<file path="config.mk">
export PLATFORM = sky130hd
export DESIGN_NAME = sw_period_ens_ctrl
export DESIGN_NICKNAME = d
export VERILOG_FILES = /design/src/rtl/sph_pkg.sv /design/src/rtl/sph_period_meter.sv /design/src/rtl/sph_hyst_ctrl.sv /design/src/rtl/sw_period_ens_ctrl.sv
export SDC_FILE = /design/constraint.sdc
export NUM_CORES = 1
export LEC_CHECK = 0
export BUFFER_PORTS_ARGS = -buffer_cell sky130_fd_sc_hd__buf_4
export CORE_UTILIZATION = 29
export DETAILED_ROUTE_END_ITERATION = 10
export HOLD_SLACK_MARGIN = 0.03
export PLACE_DENSITY = 0.5
export SLEW_MARGIN = 20
export SYNTH_ARGS = -nofsm -noshare
export SYNTH_HDL_FRONTEND = slang
export SYNTH_SLANG_ARGS = --single-unit
</file>
<file path="constraint.sdc">
create_clock -name clk -period 2.3 [get_ports clk]
set_input_delay 0.46 -clock clk [delete_from_list [all_inputs] [get_ports clk]]
set_output_delay 0.46 -clock clk [all_outputs]
set_load 0.02 [all_outputs]
</file>
<file path="src/rtl/sph_pkg.sv">
package sph_pkg;

    typedef enum logic {
        MODE_RUN  = 1'b0,
        MODE_STBY = 1'b1
    } ens_mode_e;

    typedef enum logic [1:0] {
        PER_MID   = 2'd0,
        PER_SHORT = 2'd1,
        PER_LONG  = 2'd2
    } per_class_e;

    function automatic int scale_threshold(input int base, input int num, input int den);
        return (base * num) / den;
    endfunction

endpackage

</file>
<file path="src/rtl/sph_period_meter.sv">
module sph_period_meter
    import sph_pkg::*;
#(
    parameter int LONG_TICKS  = 177,
    parameter int SHORT_TICKS = 57,
    parameter int TMR_W       = 8
) (
    input  logic       clk,
    input  logic       rst_n,
    input  logic       run_en,
    input  logic       pcd_stb,
    output logic       cls_vld,
    output per_class_e cls
);

    localparam logic [TMR_W-1:0] CAP       = TMR_W'(LONG_TICKS + 1);
    localparam logic [TMR_W-1:0] LONG_LIM  = TMR_W'(LONG_TICKS);
    localparam logic [TMR_W-1:0] SHORT_LIM = TMR_W'(SHORT_TICKS);

    typedef struct packed {
        logic [TMR_W-1:0] tmr;
        logic             armed;
    } meter_st_t;

    meter_st_t st_d, st_q;

    always_comb begin
        st_d    = st_q;
        cls_vld = 1'b0;
        cls     = PER_MID;
        if (!run_en) begin
            st_d = '0;
        end else if (pcd_stb) begin
            cls_vld = st_q.armed;
            if (st_q.tmr > LONG_LIM) begin
                cls = PER_LONG;
            end else if (st_q.tmr < SHORT_LIM) begin
                cls = PER_SHORT;
            end
            st_d.armed = 1'b1;
            st_d.tmr   = TMR_W'(1);
        end else if (st_q.tmr != CAP) begin
            st_d.tmr = st_q.tmr + TMR_W'(1);
        end
    end

    always_ff @(posedge clk or negedge rst_n) begin
        if (!rst_n) begin
            st_q <= '0;
        end else begin
            st_q <= st_d;
        end
    end


    tmr_cap_chk: assert property (@(posedge clk) disable iff (!rst_n)
        st_q.tmr <= CAP);


    tmr_hold_chk: assert property (@(posedge clk) disable iff (!rst_n)
        (run_en && !pcd_stb && st_q.tmr == CAP) |=> st_q.tmr == CAP);


    lockout_noclass_chk: assert property (@(posedge clk) disable iff (!rst_n)
        !run_en |=> !cls_vld);


    restart_chk: assert property (@(posedge clk) disable iff (!rst_n)
        (run_en && pcd_stb) |=> (st_q.tmr == TMR_W'(1) && st_q.armed));

endmodule

</file>
<file path="src/rtl/sph_hyst_ctrl.sv">
module sph_hyst_ctrl
    import sph_pkg::*;
#(
    parameter int DIS_COUNT = 63,
    parameter int EN_COUNT  = 32,
    parameter int DIS_W     = 6,
    parameter int EN_W      = 5
) (
    input  logic             clk,
    input  logic             rst_n,
    input  logic             run_en,
    input  logic             cls_vld,
    input  per_class_e       cls,
    output ens_mode_e        mode,
    output logic [DIS_W-1:0] dis_cnt,
    output logic [EN_W-1:0]  en_cnt
);

    localparam logic [DIS_W-1:0] DIS_LAST = DIS_W'(DIS_COUNT - 1);
    localparam logic [EN_W-1:0]  EN_LAST  = EN_W'(EN_COUNT - 1);

    typedef struct packed {
        ens_mode_e        mode;
        logic [DIS_W-1:0] dis;
        logic [EN_W-1:0]  en;
    } hyst_st_t;

    hyst_st_t st_d, st_q;

    always_comb begin
        st_d = st_q;
        if (!run_en) begin
            st_d.mode = MODE_RUN;
            st_d.dis  = '0;
            st_d.en   = '0;
        end else if (cls_vld) begin
            unique case (st_q.mode)
                MODE_RUN: begin
                    if (cls == PER_LONG) begin
                        if (st_q.dis == DIS_LAST) begin
                            st_d.mode = MODE_STBY;
                            st_d.dis  = '0;
                            st_d.en   = '0;
                        end else begin
                            st_d.dis = st_q.dis + DIS_W'(1);
                        end
                    end else begin
                        st_d.dis = '0;
                    end
                end
                MODE_STBY: begin
                    if (cls == PER_SHORT) begin
                        if (st_q.en == EN_LAST) begin
                            st_d.mode = MODE_RUN;
                            st_d.dis  = '0;
                            st_d.en   = '0;
                        end else begin
                            st_d.en = st_q.en + EN_W'(1);
                        end
                    end
                end
                default: st_d.mode = MODE_RUN;
            endcase
        end
    end

    always_ff @(posedge clk or negedge rst_n) begin
        if (!rst_n) begin
            st_q.mode <= MODE_RUN;
            st_q.dis  <= '0;
            st_q.en   <= '0;
        end else begin
            st_q <= st_d;
        end
    end

    assign mode    = st_q.mode;
    assign dis_cnt = st_q.dis;
    assign en_cnt  = st_q.en;


    enter_stby_chk: assert property (@(posedge clk) disable iff (!rst_n)
        (run_en && cls_vld && cls == PER_LONG && mode == MODE_RUN && dis_cnt == DIS_LAST)
        |=> (mode == MODE_STBY && dis_cnt == '0 && en_cnt == '0));


    leave_stby_chk: assert property (@(posedge clk) disable iff (!rst_n)
        (run_en && cls_vld && cls == PER_SHORT && mode == MODE_STBY && en_cnt == EN_LAST)
        |=> (mode == MODE_RUN && dis_cnt == '0 && en_cnt == '0));


    dis_clear_chk: assert property (@(posedge clk) disable iff (!rst_n)
        (run_en && cls_vld && cls != PER_LONG && mode == MODE_RUN)
        |=> (mode == MODE_RUN && dis_cnt == '0));


    en_keep_chk: assert property (@(posedge clk) disable iff (!rst_n)
        (run_en && cls_vld && cls != PER_SHORT && mode == MODE_STBY)
        |=> (mode == MODE_STBY && $stable(en_cnt)));


    idle_stable_chk: assert property (@(posedge clk) disable iff (!rst_n)
        (run_en && !cls_vld) |=> ($stable(mode) && $stable(dis_cnt) && $stable(en_cnt)));


    lockout_clear_chk: assert property (@(posedge clk) disable iff (!rst_n)
        !run_en |=> (mode == MODE_RUN && dis_cnt == '0 && en_cnt == '0));


    count_split_chk: assert property (@(posedge clk) disable iff (!rst_n)
        (mode == MODE_RUN) ? (en_cnt == '0) : (dis_cnt == '0));


    dis_bound_chk: assert property (@(posedge clk) disable iff (!rst_n)
        dis_cnt <= DIS_LAST);

endmodule

</file>
<file path="src/rtl/sw_period_ens_ctrl.sv">
module sw_period_ens_ctrl
    import sph_pkg::*;
#(
    parameter  int LONG_TICKS  = 17700,
    parameter  int RATIO_NUM   = 57,
    parameter  int RATIO_DEN   = 177,
    parameter  int DIS_COUNT   = 63,
    parameter  int EN_COUNT    = 32,
    localparam int SHORT_TICKS = scale_threshold(LONG_TICKS, RATIO_NUM, RATIO_DEN),
    localparam int TMR_W       = $clog2(LONG_TICKS + 2),
    localparam int DIS_W       = (DIS_COUNT > 2) ? $clog2(DIS_COUNT) : 1,
    localparam int EN_W        = (EN_COUNT > 2) ? $clog2(EN_COUNT) : 1
) (
    input  logic             clk,
    input  logic             rst_n,
    input  logic             run_en,
    input  logic             pcd_stb,
    output logic             ens_n,
    output logic [DIS_W-1:0] dis_cnt,
    output logic [EN_W-1:0]  en_cnt,
    output logic             standby
);

    logic       cls_vld;
    per_class_e cls;
    ens_mode_e  mode;

    sph_period_meter #(
        .LONG_TICKS  (LONG_TICKS),
        .SHORT_TICKS (SHORT_TICKS),
        .TMR_W       (TMR_W)
    ) u_meter (
        .clk     (clk),
        .rst_n   (rst_n),
        .run_en  (run_en),
        .pcd_stb (pcd_stb),
        .cls_vld (cls_vld),
        .cls     (cls)
    );

    sph_hyst_ctrl #(
        .DIS_COUNT (DIS_COUNT),
        .EN_COUNT  (EN_COUNT),
        .DIS_W     (DIS_W),
        .EN_W      (EN_W)
    ) u_hyst (
        .clk     (clk),
        .rst_n   (rst_n),
        .run_en  (run_en),
        .cls_vld (cls_vld),
        .cls     (cls),
        .mode    (mode),
        .dis_cnt (dis_cnt),
        .en_cnt  (en_cnt)
    );

    assign standby = (mode == MODE_STBY);
    assign ens_n   = (mode == MODE_RUN);


    release_default_chk: assert property (@(posedge clk) disable iff (!rst_n)
        $fell(ens_n) |-> $past(cls_vld) && $past(cls) == PER_LONG);

endmodule

</file>
==> reports/metrics.cfg <==
[run_status]
outcome = finished clean

[timing]
tightest_slew_ns = 0.738
grt_setup_unrepaired = false
post-route-period-util = 0.931
hold_slack_ns = 0.0923
min_period_ns = 2.14
slew_viol_final = 0
fin_skew_ns = 0.00354
hold_violations = 0
maxSlewHeadroom = 0.507
setup-violations-final = 0
fmax_ghz = 0.467
finalSetupTns_ns = 0

[worst_setup_path]
cp_slowest_cell = or3b_1
path_cells = ha_1, and3_1, ha_1, nand3_1, o31ai_4, or3b_1, o31ai_4
cp_slowest_stage_delay_ns = 0.52
crit_type = flop to flop
crit_required_ns = 2.50
cp_max_fo = 6
cp.arrival_ns = 2.34
endpoint_kind = flop
critPathLaunchType = flop

[grt]
grt_max_degree = 29
gr-usage-met1 = 0.207
gr-total-overflow = 0
grt_pass1_vias = 1288
grt_pass1_wl_mm = 6.40
busiest_layer = met1
antenna_found_initial = 0
grt_usage = 0.130
use_met2 = 0.180
grt_util_met3 = 0.0105

[clock_network]
cts_hold_buf = 0
cts_root_buffer = clkbuf_8
cts_resized = 0
cts_tree = yes
clk_path_buf_depth = 2
numCtsBuffers = 3
cts.sinks = 28
cts_setup_buffers = 0
clkLatencyLatePin_ns = 0.28
htreeDepth = 1
clkTransAtPathRegs_ns = 0.10

[synthesis]
synth_xor_area_frac = 0.0675
synth-async-reset-ratio = 1.00
syn_inst = 177
synth-seq-cells = 28
synth_fa_ha_area_frac = 0.0445
ys_seq_area_frac = 0.415
ys.flop_type = dfrtp_1
synth_nets = 187
synth_compound_area_frac = 0.174
syn-cell-area_um2 = 1690
yosys_warnings = 0
synth_cell_types = 44
muxShareOfSynthArea = 0.0178
avgSynthCellArea_um2 = 9.53
synth_top_family_by_area = simple AND/OR/NAND/NOR gates
synth-edff-count = 0
synth-simple-area-share = 0.234

[power_and_ir_drop]
powerDensity_nw_per_um2 = 443
max-vdd-ir-drop_mv = 0.196
leakage_uw = 0.000831

[detailed_routing]
post_drt_wl_per_cell_um = 13.3
drc = 0
viasPerCell = 5.02
ant_nets = 0
wirelength_mm = 3.58
drt_iter0_drc = 78
dr.pass1.iters = 4
vias = 1351

[floorplan]
die_w_um = 78.3
die_area_um2 = 6120
pin_count = 17
start_util = 0.304
die_h_um = 78.3
core-area_um2 = 5540
std_cell_rows = 27

[placement]
placed_cell_area_um2 = 1900
gp_congestion = 0.750
io_buffers = 16
hpwl_mm = 2.59

[finish]
fin_area_um2 = 1960
fin_nets = 208
syn_to_final_growth_pct = 15.9
n_antenna_cell = 0
layout-drive-gt1-share = 0.173
fill_cells = 580

[min_path]
hold_class = primary input to async pin

[run]
drv_cap = 0

==> power breakdown <==
part | leakage, µW | switching [µW] | internal, µW
Sequential | 0.000388 | 2.50 | 495
Combinational | 0.000414 | 39.2 | 20.1
Clock | 0.0000288 | 157 | 153
==> flip-flops by register name, indices dropped and copies added, names as in the netlist <==
register        count
u_hyst.en_cnt       5
u_meter.st_q       16
u_hyst.dis_cnt      6
u_hyst.mode         1
==> stage by stage <==
| stage | power [µW] | utilization | instances | setup WS, ns |
|---|---|---|---|---|
| 2_1_floorplan | 540 | - | 177 | 0.146 |
| 3_3_place_gp | 569 | 0.343 | 265 | 0.194 |
| 3_5_place_dp | 569 | 0.343 | 265 | 0.189 |
| 4_1_cts | 889 | 0.353 | 269 | 0.158 |
| 5_1_grt | 911 | 0.353 | 269 | 0.0593 |
| 6_report | 867 | 0.353 | 269 | 0.160 |
==> synthesized netlist by cell type (2+ instances only) <==
master     instances  area, µm²
o31ai_1            4       30.0
ha_1               6       75.1
buf_6              2       22.5
nand2_1           11       41.3
xor2_1             7       61.3
o21ai_0            7       35.0
o21a_1             3       22.5
and4_1             2       17.5
o2bb2ai_1          2       17.5
mux2i_1            3       30.0
nor3_1             6       30.0
o31ai_4            2       42.5
inv_1             10       37.5
nor2_1            16       60.1
clkbuf_1           3       11.3
nand4_1            4       25.0
and3_1             7       43.8
xnor2_1            6       52.6
a21oi_1            3       15.0
a211oi_1           3       22.5
dfrtp_1           28        701
and2_1             2       12.5
nand2b_1           3       18.8
nand3_1           17       85.1
==> layout make-up <==
class / count / area, µm² / share of cell area
clock buffers: 4 / 55.1 / 0.0282
inverters: 10 / 37.5 / 0.0192
multi-input cells: 133 / 907 / 0.464
flip-flops and latches: 28 / 701 / 0.358
repair buffers: 22 / 165 / 0.0845
well taps: 72 / 90.1 / 0.0461
==> final timing paths <==
kind / startpoint / depth (start not counted) / slack (ns) / end
min in group clk: pcd_stb / 2 / 0.47 / u_meter.st_q[1]
max in group asynchronous: rst_n / 1 / 1.94 / u_meter.st_q[14]
setup reg to reg: u_hyst.en_cnt[0] / 7 / 0.16 / u_hyst.dis_cnt[4]
setup / recovery: u_hyst.en_cnt[0] / 7 / 0.16 / u_hyst.dis_cnt[4]
hold reg to reg: u_hyst.en_cnt[0] / 1 / 0.54 / u_hyst.en_cnt[0]
hold / removal: rst_n / 1 / 0.09 / u_meter.st_q[2]
==> critical path, delay by kind of cell (launching register included) <==
kind / cells / cell delay [ns]
AND/OR/NAND/NOR: 3 / 0.82
flip-flops: 1 / 0.42
adder cells (fa/ha/maj): 2 / 0.41
AO/OA/AOI/OAI: 2 / 0.41
==> metal layers <==
layer | part of all wire | up-vias
li1 | - | 677
met1 | 0.54 | 653
met2 | 0.43 | 17
met3 | 0.019 | 4
met4 | 0.010 | 0
met5 | 0 | -
==> placed cells by master (no fill, tap or decap), types with 2 or more instances in the layout <==
cell type / netlist / layout
o21a_1: 3 / 3
inv_1: 10 / 10
clkbuf_8: 0 / 4
nor2_1: 16 / 16
a211oi_1: 3 / 3
xor2_1: 7 / 7
dfrtp_1: 28 / 28
o2bb2ai_1: 2 / 2
o31ai_4: 2 / 2
and4_1: 2 / 2
buf_4: 1 / 22
nand4_1: 4 / 4
and2_1: 2 / 2
nand2_1: 11 / 11
nand3_1: 17 / 17
ha_1: 6 / 6
and3_1: 7 / 7
o31ai_1: 4 / 4
xnor2_1: 6 / 6
a21oi_1: 3 / 3
nand2b_1: 3 / 3
o21ai_0: 7 / 7
mux2i_1: 3 / 3
nor3_1: 6 / 6
==> kinds of logic after synthesis <==
family / count (synthesis)
buffers and inverters: 16
AOI/OAI and AO/OA: 35
and+or+nand+nor: 76
DFF: 28
adders and majority gates: 6
xor gates and xnor gates: 13
muxes: 3
No activity file was read; power rests on OpenSTA's default activity.
